[src/rtl/wrb_pkg.sv]
package wrb_pkg;
  localparam int OFS_W = 13;
  localparam logic [OFS_W-1:0] DB_A_OFS   = 13'h830;
  localparam logic [OFS_W-1:0] DB_B_OFS   = 13'hA10;
  localparam logic [OFS_W-1:0] TMR_OFS    = 13'h420;
  localparam logic [OFS_W-1:0] PLAIN_BASE = 13'h100;

  typedef enum logic [2:0] {
    K_NONE, K_WIDE, K_DBELL, K_PLAIN, K_TIMER
  } kind_e;
endpackage

[src/rtl/wrb_decode.sv]
module wrb_decode import wrb_pkg::*; #(
  parameter  int PAGE_W  = 1,
  parameter  int WIDE_N  = 4,
  parameter  int PLAIN_N = 4,
  localparam int ADDR_W  = PAGE_W + OFS_W,
  localparam int SLOT_W  = $clog2(WIDE_N + 2),
  localparam int IDX_W   = PAGE_W + SLOT_W,
  localparam int PIDX_W  = PAGE_W + $clog2(PLAIN_N)
) (
  input  logic [ADDR_W-1:0] addr_i,
  output kind_e             kind_o,
  output logic [1:0]        dw_o,
  output logic [IDX_W-1:0]  idx_o,
  output logic [PIDX_W-1:0] pidx_o
);
  localparam int PL_W = $clog2(PLAIN_N);

  logic [OFS_W-1:0]  ofs;
  logic [PAGE_W-1:0] page;
  logic [OFS_W-1:0]  base;

  always_comb begin
    ofs    = addr_i[OFS_W-1:0];
    page   = addr_i[ADDR_W-1:OFS_W];
    base   = {ofs[OFS_W-1:4], 4'h0};
    dw_o   = addr_i[3:2];
    kind_o = K_NONE;
    idx_o  = '0;
    pidx_o = '0;
    if (addr_i[1:0] != 2'b00) begin
      kind_o = K_NONE;
    end else if (base == DB_A_OFS) begin
      kind_o = K_DBELL;
      idx_o  = {page, SLOT_W'(WIDE_N)};
    end else if (base == DB_B_OFS) begin
      kind_o = K_DBELL;
      idx_o  = {page, SLOT_W'(WIDE_N + 1)};
    end else if (ofs < OFS_W'(WIDE_N * 16)) begin
      kind_o = K_WIDE;
      idx_o  = {page, ofs[4 +: SLOT_W]};
    end else if (ofs == TMR_OFS) begin
      kind_o = (page == '0) ? K_TIMER : K_NONE;
    end else if (ofs >= PLAIN_BASE && ofs < PLAIN_BASE + OFS_W'(PLAIN_N * 4)) begin
      kind_o = K_PLAIN;
      pidx_o = {page, ofs[2 +: PL_W]};
    end
  end
endmodule

[src/rtl/wrb_collector.sv]
module wrb_collector import wrb_pkg::*; #(
  parameter  int PAGE_W = 1,
  parameter  int WIDE_N = 4,
  localparam int SLOT_W = $clog2(WIDE_N + 2),
  localparam int IDX_W  = PAGE_W + SLOT_W
) (
  input  logic             clk_i,
  input  logic             rst_ni,
  input  logic             wr_i,
  input  kind_e            kind_i,
  input  logic [IDX_W-1:0] idx_i,
  input  logic [1:0]       dw_i,
  input  logic [31:0]      wdata_i,
  output logic             commit_o,
  output logic [IDX_W-1:0] commit_idx_o,
  output logic [127:0]     commit_data_o
);
  logic [3:0]       mask_q, mask_n;
  logic [IDX_W-1:0] cidx_q, cidx_n;
  logic [127:0]     cdata_q, cdata_n, fdata;
  logic             fire, hit, busy_other;

  always_comb begin
    mask_n     = mask_q;
    cidx_n     = cidx_q;
    cdata_n    = cdata_q;
    fdata      = cdata_q;
    fire       = 1'b0;
    hit        = (mask_q != 4'h0) && (cidx_q == idx_i);
    busy_other = (mask_q != 4'h0) && !hit;
    if (wr_i) begin
      unique case (kind_i)
        K_WIDE: begin
          if (busy_other) mask_n = 4'h0;  // restart, drop partial words
          cidx_n                    = idx_i;
          mask_n[dw_i]              = 1'b1;
          cdata_n[{dw_i, 5'd0} +: 32] = wdata_i;
          if (mask_n == 4'hF) begin
            fire   = 1'b1;
            fdata  = cdata_n;
            mask_n = 4'h0;
          end
        end
        K_DBELL: begin
          if (dw_i == 2'd3) begin
            fire = 1'b1;
            for (int k = 0; k < 3; k++)
              fdata[k*32 +: 32] = (hit && mask_q[k]) ? cdata_q[k*32 +: 32] : 32'h0;
            fdata[127:96] = wdata_i;
            mask_n        = 4'h0;
          end else if (!busy_other) begin
            cidx_n                      = idx_i;
            mask_n[dw_i]                = 1'b1;
            cdata_n[{dw_i, 5'd0} +: 32] = wdata_i;
          end
        end
        K_TIMER: mask_n = 4'h0;
        default: ;
      endcase
    end
  end

  always_ff @(posedge clk_i or negedge rst_ni) begin
    if (!rst_ni) begin
      mask_q        <= 4'h0;
      cidx_q        <= '0;
      cdata_q       <= '0;
      commit_o      <= 1'b0;
      commit_idx_o  <= '0;
      commit_data_o <= '0;
    end else begin
      mask_q   <= mask_n;
      cidx_q   <= cidx_n;
      cdata_q  <= cdata_n;
      commit_o <= fire;
      if (fire) begin
        commit_idx_o  <= idx_i;
        commit_data_o <= fdata;
      end
    end
  end

  a_r5_full_before_commit: assert property (@(posedge clk_i) disable iff (!rst_ni)
    (commit_o && commit_idx_o[SLOT_W-1:0] < SLOT_W'(WIDE_N)) |-> $countones($past(mask_q)) == 3);
  a_r5_mask_empty_after_commit: assert property (@(posedge clk_i) disable iff (!rst_ni)
    commit_o |-> mask_q == 4'h0);
  a_r7_doorbell_top_commits: assert property (@(posedge clk_i) disable iff (!rst_ni)
    (wr_i && kind_i == K_DBELL && dw_i == 2'd3) |=> commit_o && commit_idx_o == $past(idx_i));
  a_r8_discard_keeps_state: assert property (@(posedge clk_i) disable iff (!rst_ni)
    (wr_i && kind_i == K_DBELL && dw_i != 2'd3 && busy_other)
      |=> $stable(mask_q) && $stable(cidx_q) && !commit_o);
  a_r9_timer_clears: assert property (@(posedge clk_i) disable iff (!rst_ni)
    (wr_i && kind_i == K_TIMER) |=> mask_q == 4'h0);
endmodule

[src/rtl/wrb_read_latch.sv]
module wrb_read_latch #(
  parameter int IDX_W = 4
) (
  input  logic             clk_i,
  input  logic             rst_ni,
  input  logic             rd_i,
  input  logic [IDX_W-1:0] idx_i,
  input  logic [1:0]       dw_i,
  input  logic [127:0]     live_i,
  output logic [31:0]      dword_o
);
  logic             lat_v_q;
  logic [IDX_W-1:0] lat_idx_q;
  logic [127:0]     lat_data_q;
  logic             use_lat;

  assign use_lat = (dw_i != 2'd0) && lat_v_q && (lat_idx_q == idx_i);
  assign dword_o = use_lat ? lat_data_q[{dw_i, 5'd0} +: 32] : live_i[{dw_i, 5'd0} +: 32];

  always_ff @(posedge clk_i or negedge rst_ni) begin
    if (!rst_ni) begin
      lat_v_q    <= 1'b0;
      lat_idx_q  <= '0;
      lat_data_q <= '0;
    end else if (rd_i && !use_lat) begin
      lat_v_q    <= 1'b1;
      lat_idx_q  <= idx_i;
      lat_data_q <= live_i;
    end
  end

  a_r3_capture_on_word0: assert property (@(posedge clk_i) disable iff (!rst_ni)
    (rd_i && dw_i == 2'd0) |=> lat_v_q && lat_idx_q == $past(idx_i));
  a_r4_snapshot_held: assert property (@(posedge clk_i) disable iff (!rst_ni)
    (rd_i && dw_i != 2'd0 && lat_v_q && lat_idx_q == idx_i) |=> $stable(lat_data_q));
endmodule

[src/rtl/wide_reg_bridge.sv]
module wide_reg_bridge import wrb_pkg::*; #(
  parameter  int PAGE_W  = 1,
  parameter  int WIDE_N  = 4,
  parameter  int PLAIN_N = 4,
  localparam int ADDR_W  = PAGE_W + OFS_W,
  localparam int SLOT_W  = $clog2(WIDE_N + 2),
  localparam int IDX_W   = PAGE_W + SLOT_W,
  localparam int PIDX_W  = PAGE_W + $clog2(PLAIN_N)
) (
  input  logic              clk_i,
  input  logic              rst_ni,
  input  logic              req_i,
  input  logic              we_i,
  input  logic [ADDR_W-1:0] addr_i,
  input  logic [31:0]       wdata_i,
  output logic              rvalid_o,
  output logic [31:0]       rdata_o,
  output logic              commit_o,
  output logic [IDX_W-1:0]  commit_idx_o,
  output logic [127:0]      commit_data_o
);
  localparam int BANK_D  = 2 ** IDX_W;
  localparam int PLAIN_D = 2 ** PIDX_W;

  kind_e             kind;
  logic [1:0]        dw;
  logic [IDX_W-1:0]  idx;
  logic [PIDX_W-1:0] pidx;
  logic [31:0]       lat_dword;
  logic [127:0]      bank_q [BANK_D];
  logic [31:0]       plain_q [PLAIN_D];
  logic              rd_req;

  assign rd_req = req_i && !we_i;

  wrb_decode #(.PAGE_W(PAGE_W), .WIDE_N(WIDE_N), .PLAIN_N(PLAIN_N)) u_dec (
    .addr_i(addr_i), .kind_o(kind), .dw_o(dw), .idx_o(idx), .pidx_o(pidx)
  );

  wrb_collector #(.PAGE_W(PAGE_W), .WIDE_N(WIDE_N)) u_col (
    .clk_i(clk_i), .rst_ni(rst_ni), .wr_i(req_i && we_i), .kind_i(kind),
    .idx_i(idx), .dw_i(dw), .wdata_i(wdata_i), .commit_o(commit_o),
    .commit_idx_o(commit_idx_o), .commit_data_o(commit_data_o)
  );

  wrb_read_latch #(.IDX_W(IDX_W)) u_lat (
    .clk_i(clk_i), .rst_ni(rst_ni), .rd_i(rd_req && kind == K_WIDE),
    .idx_i(idx), .dw_i(dw), .live_i(bank_q[idx]), .dword_o(lat_dword)
  );

  always_ff @(posedge clk_i or negedge rst_ni) begin
    if (!rst_ni) begin
      for (int i = 0; i < BANK_D; i++) bank_q[i] <= '0;
    end else if (commit_o && commit_idx_o[SLOT_W-1:0] < SLOT_W'(WIDE_N)) begin
      bank_q[commit_idx_o] <= commit_data_o;  // doorbells are not stored
    end
  end

  always_ff @(posedge clk_i or negedge rst_ni) begin
    if (!rst_ni) begin
      for (int i = 0; i < PLAIN_D; i++) plain_q[i] <= '0;
    end else if (req_i && we_i && kind == K_PLAIN) begin
      plain_q[pidx] <= wdata_i;
    end
  end

  always_ff @(posedge clk_i or negedge rst_ni) begin
    if (!rst_ni) begin
      rvalid_o <= 1'b0;
      rdata_o  <= '0;
    end else begin
      rvalid_o <= rd_req;
      if (rd_req) begin
        unique case (kind)
          K_WIDE:  rdata_o <= lat_dword;
          K_PLAIN: rdata_o <= plain_q[pidx];
          default: rdata_o <= '0;
        endcase
      end
    end
  end

  a_r11_rvalid_follows_read: assert property (@(posedge clk_i) disable iff (!rst_ni)
    rd_req |=> rvalid_o);
  a_r11_no_rvalid_otherwise: assert property (@(posedge clk_i) disable iff (!rst_ni)
    !rd_req |=> !rvalid_o);
endmodule

[config.mk]
export PLATFORM = sky130hd
export DESIGN_NAME = wide_reg_bridge
export DESIGN_NICKNAME = d
export VERILOG_FILES = /design/src/rtl/wrb_pkg.sv /design/src/rtl/wrb_decode.sv /design/src/rtl/wrb_collector.sv /design/src/rtl/wrb_read_latch.sv /design/src/rtl/wide_reg_bridge.sv
export SDC_FILE = /design/constraint.sdc
export NUM_CORES = 2
export LEC_CHECK = 0
export BUFFER_PORTS_ARGS = -buffer_cell sky130_fd_sc_hd__buf_2
export CORE_ASPECT_RATIO = 2
export CORE_MARGIN = 2
export CORE_UTILIZATION = 55
export DETAILED_ROUTE_END_ITERATION = 12
export GPL_TIMING_DRIVEN = 0
export PLACE_DENSITY = 0.67
export SKIP_LAST_GASP = 1
export SYNTH_ARGS = -nofsm -noshare
export SYNTH_HDL_FRONTEND = slang
export SYNTH_SLANG_ARGS = --single-unit
export TNS_END_PERCENT = 50
[constraint.sdc]
create_clock -name clk_i -period 3.3 [get_ports clk_i]
set_clock_uncertainty 0.1 [all_clocks]
set_input_delay 0.495 -clock clk_i [delete_from_list [all_inputs] [get_ports clk_i]]
set_output_delay 0.495 -clock clk_i [all_outputs]
set_load 0.02 [all_outputs]
# --- Word-level counts from Yosys, hierarchy flattened ---
# Index checks and enable logic that the tools add are counted.
word_totals:
  regBits: 2739
  wordCells: 155
op_classes:
  n_addsub: 1
  n_lt_le_gt_ge: 11
  eq_ne: 14
  n_shift: 4
  n_mux: 58
  bitwise: 5
  reduce_logical: 27
op_table:
  columns: ["operator", "count"]
  rows:
  - ["bitwise mux 2048 bit", 1]
  - ["2-to-1 mux 128 bit", 8]
  - ["binary-select mux 128 bit (select 4 bit)", 1]
  - ["demux 128 bit (select 4 bit)", 1]
  - ["case mux 128 bit (2 select lines)", 2]
  - ["bitwise mux 256 bit", 1]
  - ["variable part select 128 x 8 -> 32 bit", 2]
  - ["2-to-1 mux 32 bit", 7]
  - ["bitwise mux 128 bit", 1]
  - ["variable shift 32 x 9 -> 128 bit (first input constant)", 1]
  - ["variable part select 32 x 9 -> 128 bit", 1]
  - ["binary-select mux 32 bit (select 3 bit)", 1]
  - ["demux 32 bit (select 3 bit)", 1]
  - ["case mux 32 bit (2 select lines)", 1]
  - ["2-to-1 mux 4 bit", 12]
  - ["2-to-1 mux 3 bit", 12]
  - ["equality test 9 x 8 -> 1 bit (second input constant)", 2]
  - ["logical AND 1 bit", 17]
  - ["equality test 13 x 11 -> 1 bit (second input constant)", 1]
  - ["greater-or-equal comparator 13 x 9 -> 1 bit (second input constant)", 1]
  - ["less-than comparator 13 x 7 -> 1 bit (second input constant)", 1]
  - ["less-than comparator 13 x 9 -> 1 bit (second input constant)", 1]
  - ["case mux 4 bit (3 select lines)", 1]
  - ["greater-or-equal comparator 5 bit (second input constant)", 2]
  - ["29 further kinds", 41]

# --- Depth between registers and ports, before layout ---
logic_depth:
  ltp_word: 17
  depth_mapped: 15

# --- Modules after synthesis ---
# A second synthesis with hierarchy kept.
unflattened:
  cells_unflattened: 8039
  area_unflattened_um2: 116568.0
by_module_without_submodules:
  columns: ["mod", "n_inst", "cells_per_inst", "area_each_um2"]
  rows:
  - ["wide_reg_bridge", 1, 5971, 95426.5]
  - ["wrb_collector", 1, 1505, 13733.2]
  - ["wrb_read_latch", 1, 527, 7174.4]
  - ["wrb_decode", 1, 36, 234.0]

# --- Worst setup path after synthesis ---
# No wires, ideal clock.
synth_path:
  kind: "input to register"
  start: "input addr_i[9]"
  end: "register u_col.commit_data_o[107]"
  t_arrival_ns: 3.723
  slack_ns: -0.589
  cell_stages: 14
  path_buffers: 5
  path_cell_list: "buf_2 -> or4_1 -> buf_2 -> nor4_4 -> nand4b_1 -> a32oi_2 -> buf_4 -> a21oi_1 -> or4_1 -> buf_2 -> o41ai_4 -> buf_6 -> a22oi_2 -> nand2_1"
synth_via:
  elab_chain_cells: 17
  word_cells_on_any_way: 34
synth_lines:
  columns: ["item", "line_no", "text"]
  rows:
  - ["start: declaration", "wide_reg_bridge.sv:14", "input logic [ADDR_W-1:0] addr_i,"]
  - ["less-than comparator 13 x 7 -> 1 bit", "wrb_decode.sv:38", "end else if (ofs < OFS_W'(WIDE_N * 16)) begin"]
  - ["2-to-1 mux 4 bit", "wrb_decode.sv:38", null]
  - ["2-to-1 mux 4 bit", "wrb_decode.sv:35", "end else if (base == DB_B_OFS) begin"]
  - ["2-to-1 mux 4 bit", "wrb_decode.sv:32", "end else if (base == DB_A_OFS) begin"]
  - ["2-to-1 mux 4 bit", "wrb_decode.sv:30", "if (addr_i[1:0] != 2'b00) begin"]
  - ["equality test 4 bit", "wrb_collector.sv:29", "hit = (mask_q != 4'h0) && (cidx_q == idx_i);"]
  - ["logical AND 1 bit", "wrb_collector.sv:29", null]
  - ["zero test 1 bit", "wrb_collector.sv:30", "busy_other = (mask_q != 4'h0) && !hit;"]
  - ["logical AND 1 bit", "wrb_collector.sv:30", null]
  - ["2-to-1 mux 4 bit", "wrb_collector.sv:34", "if (busy_other) mask_n = 4'h0;"]
  - ["2-to-1 mux 4 bit", "wrb_collector.sv:32", "unique case (kind_i)"]
  - ["2-to-1 mux 4 bit", "wrb_collector.sv:31", "if (wr_i) begin"]
  - ["bitwise OR 4 bit (no line)", null, null]
  - ["equality test 4 bit", "wrb_collector.sv:38", "if (mask_n == 4'hF) begin"]
  - ["2-to-1 mux 128 bit / 2-to-1 mux 1 bit (equally long branches)", "wrb_collector.sv:38", null]
  - ["case mux 128 bit (2 select lines) / case mux 1 bit (2 select lines) (equally long branches)", "wrb_collector.sv:32", null]
  - ["2-to-1 mux 128 bit / 2-to-1 mux 1 bit (equally long branches)", "wrb_collector.sv:31", null]
  - ["end signal: assignment", "wrb_collector.sv:78", "commit_data_o <= fdata;"]
  - ["end: declaration", "wrb_collector.sv:16", "output logic [127:0] commit_data_o"]
# Parallel ways exist; a longest one is shown, timed or not. The select of a mux whose other input is x is not followed.
# A chain may end at the register's enable or synchronous reset.

# --- Final worst setup path ---
layout_path:
  start: "register u_col.commit_o"
  end: "register bank_q[1985] in the netlist's numbering"
layout_via:
  elab_chain_cells: 1
layout_lines:
  columns: ["item", "line_no", "text"]
  rows:
  - ["start: declaration", "wrb_collector.sv:14", "output logic commit_o,"]
  - ["start signal: assignment", "wrb_collector.sv:75", "commit_o <= fire;"]
  - ["logical AND 1 bit", "wide_reg_bridge.sv:54", "end else if (commit_o && commit_idx_o[SLOT_W-1:0] < SLOT_W'(WIDE_N)) begin"]
  - ["end signal: indexed assignment", "wide_reg_bridge.sv:55", "bank_q[commit_idx_o] <= commit_data_o;"]
  - ["end: declaration", "wide_reg_bridge.sv:30", "logic [127:0] bank_q [BANK_D];"]
# Every way passes these cells.

==> run metrics <==
Final min period ~3.6 ns; CTS H-tree lvls 4; fill cell count 13800; Worst-Skew Late Latency 0.94 ns; type of the most critical hold path in2reg; CTS Sinks 2227; num ports roughly 220; share of layout cells above drive strength 1 0.291; Setup CP Type reg2reg; fin crit share 1.09; max cap viols 14; PortBufs 192; Final setup viols between 500 and 600; Post-Syn Instances approximately 8400; CORE AREA 173000 um2; Initial Util 0.554; gpl congestion 1.15; VDD IR max between 0.5 and 0.6 mV; r2r endpoint bank_q[1985]$_DFFE_PN0P_; FF+latch area ~56000 um2; final hold vios 0; DP HPWL 345000 um; CP top delay family buffers and inverters; hold path startpoint wdata_i[28]; DP Worst Slack -4.34 ns; critical path's largest stage delay about 0.93 ns; Max FO, Critical Path 10; mapped cell area 96000 um2; ys async rst share 1.00; final wirelength ~470000 um; Die ar. about 180000 um2; RSZ-0062 raised after global routing true; Area contributors post-synth dfrtp_1 58%, mux2_2 16%, nand2_1 5.2%, clkbuf_1 4.0%, mux2i_1 3.1%; worst-path cell chain nor3b_2 -> nand2_1 -> clkbuf_1 -> clkbuf_1 -> mux2_2; sequential area share after synthesis 0.580; WHS Endpoint u_col.commit_data_o[92]$_DFFE_PN0P_; post-synth top area share 0.580; area grow syn2layout 16.1%; Pleak ~52 nW; Worst EP arrival ~4.3 ns; Routed Antenna Nets 0; initial drt markers between 10000 and 15000; # DRC 0; via-per-instance ratio between 6 and 7; GRT Overall Usage 0.528; die width 299 um; syn nets 8465; GRT overflow 0; Worst setup startpoint u_col.commit_o$_DFF_PN0_; Most Frequent Cell on Critical Path clkbuf_1; hold path depth 3; critical path's slowest cell clkbuf_1; Top FF cell, synth dfrtp_1; clock root buffer clkbuf_16; post-DR wirelength/cell 41.0 um; Num CTS Buffers 200; Final Power ~0.054 W; via count 77900; EDFF count, synth 0; PnR worst setup slack -0.308 ns; Multi-input gate area roughly 37000 um2; Worst-Margin Slew 1.71 ns; Syn Area/Cell around 11 um2; data required time of the worst path around 4 ns; clock-pin slew on the worst setup and hold paths 0.07 ns; Relative slew margins -0.139; Netlist cell types 65; Die Ht just under 600 um; 1st-pass router iterations 9; initial antenna violation count just over 50; fin nets 8995; Reg2Reg Depth 5; failing checks capacitance limit, slew limit, setup timing; Synth warnings 0; TritonCTS clock tree done; type of origin of the critical path flop; Critical R2R Launch u_col.commit_o$_DFF_PN0_; crit path capture type flop; Worst R2R Setup Slack -0.31 ns; f_max 277 MHz; number of global-route vias before repair just under 80000; Max Root-Sink Buffers 4; largest net degree at the start of global routing 177; status complete, but fails checks; FF+latch count, synth around 2200; Rows 216; pins over their slew limit approximately 130; first-pass GRT wire length 636000 um; Worst Path Buf+Inv 2; Synth area leader dfrtp_1; pwr dens just under 500 nW/um2
state kept, by name, indices dropped and copies added, names as in the netlist:
| name | cells |
|---|---|
| bank_q | 1536 |
| u_lat.lat_data_q | 128 |
| u_lat.lat_idx_q | 4 |
| rvalid_o | 1 |
| u_lat.lat_v_q | 1 |
| u_col.commit_data_o | 128 |
| u_col.cidx_q | 4 |
| u_col.mask_q | 4 |
| u_col.cdata_q | 128 |
| u_col.commit_o | 1 |
| rdata_o | 32 |
| plain_q | 256 |
| u_col.commit_idx_o | 4 |
power by group:
part / total (W) / internal (W) / switching (W)
clock: 0.0246 / 0.0134 / 0.0112
sequential: 0.0273 / 0.0273 / 0.0000325
combinational: 0.00184 / 0.000269 / 0.00157
per-stage QoR:
| step | instances | setup TNS, ns | hold slack, ns | util | instance area [um2] |
|---|---|---|---|---|---|
| 2_1_floorplan | 8407 | -136.34 | 0.0994 | - | 96200 |
| 3_3_place_gp | 10900 | - | 0.339 | 0.578 | 100000 |
| 3_5_place_dp | 10900 | -1931.30 | 0.346 | 0.582 | 101000 |
| 4_1_cts | 11400 | -124.69 | 0.0309 | 0.639 | 111000 |
| 5_1_grt | 11400 | -23.23 | 0.0491 | 0.643 | 111000 |
| 6_report | 11400 | -58.27 | 0.0315 | 0.643 | 111000 |
logic make-up after synthesis:
| group | synth area share |
|---|---|
| adders and majority gates | 0.00104 |
| muxes | 0.186 |
| and+or+nand+nor | 0.0955 |
| buffers and inverters | 0.0460 |
| xor gates and xnor gates | 0.000274 |
| DFF | 0.580 |
| AOI/OAI and AO/OA | 0.0905 |
cells in the final DEF (no fill, tap or decap), types with 125 or more instances in the layout:
master	count
dfrtp_1	2227
nand2_1	1330
mux2_2	1323
clkbuf_1	719
mux2i_1	290
nand3_1	284
o21ai_0	250
a32oi_1	239
nor2_1	221
clkbuf_16	211
buf_2	211
clkbuf_2	190
a21oi_1	180
buf_4	143
nand4_1	128
a22o_1	125
worst max path at each step:
stage          depth (start not counted)  slack, ns                                   end
6_report                               5      -0.31              bank_q[1985]$_DFFE_PN0P_
5_1_grt                                5      -0.20              bank_q[1982]$_DFFE_PN0P_
4_1_cts                                5      -0.42               bank_q[649]$_DFFE_PN0P_
3_5_place_dp                          13      -4.34               rdata_o[19]$_DFFE_PN0P_
3_3_place_gp                           1     -46.60              bank_q[1332]$_DFFE_PN0P_
2_1_floorplan                         14      -0.50  u_col.commit_data_o[107]$_DFFE_PN0P_
Yosys cell counts (all sizes together), types with 42 or more instances:
master  count
nand4     128
a211oi     86
nand3     288
a32oi     245
clkbuf   1024
a21oi     219
buf       122
mux2     1323
mux2i     293
dfrtp    2227
o22ai      42
nor2      236
a22o      125
a22oi      69
o21ai     289
nand2    1336
timing repair:
action                                   CTS  global route
pin swaps                                 91            39
cloned                                     2             2
endpoints found under the hold margin    102             1
setup buffers                             90            22
hold buffers                               2             1
endpoints found under the setup margin  1629          1476
resized for setup                        914           236
worst reg2reg max path, delay by kind of cell, from the launching register on:
| kind | cells | cell delay [ns] |
|---|---|---|
| DFF | 1 | 0.65 |
| and+or+nand+nor | 2 | 0.49 |
| buffers and inverters | 2 | 1.79 |
| muxes | 1 | 0.45 |
layout make-up:
| cell class | count | share of cell area |
|---|---|---|
| Antenna cell | 42 | 0.000943 |
| Buffer | 1133 | 0.0562 |
| Clock buffer | 288 | 0.0528 |
| Clock inverter | 69 | 0.00672 |
| Inverter | 9 | 0.000337 |
| Multi-Input combinational cell | 5025 | 0.333 |
| Sequential cell | 2227 | 0.500 |
| Tap cell | 2289 | 0.0257 |
| Timing Repair Buffer | 341 | 0.0239 |
per-layer routing:
metal,share of wire,GRT usage,vias up
met5,0.00049,0.000547,-
met4,0.16,0.629,11
met3,0.10,0.163,2505
met2,0.44,0.797,5500
met1,0.30,0.537,39600
li1,-,-,30300
No activity file was read; power rests on OpenSTA's default activity.
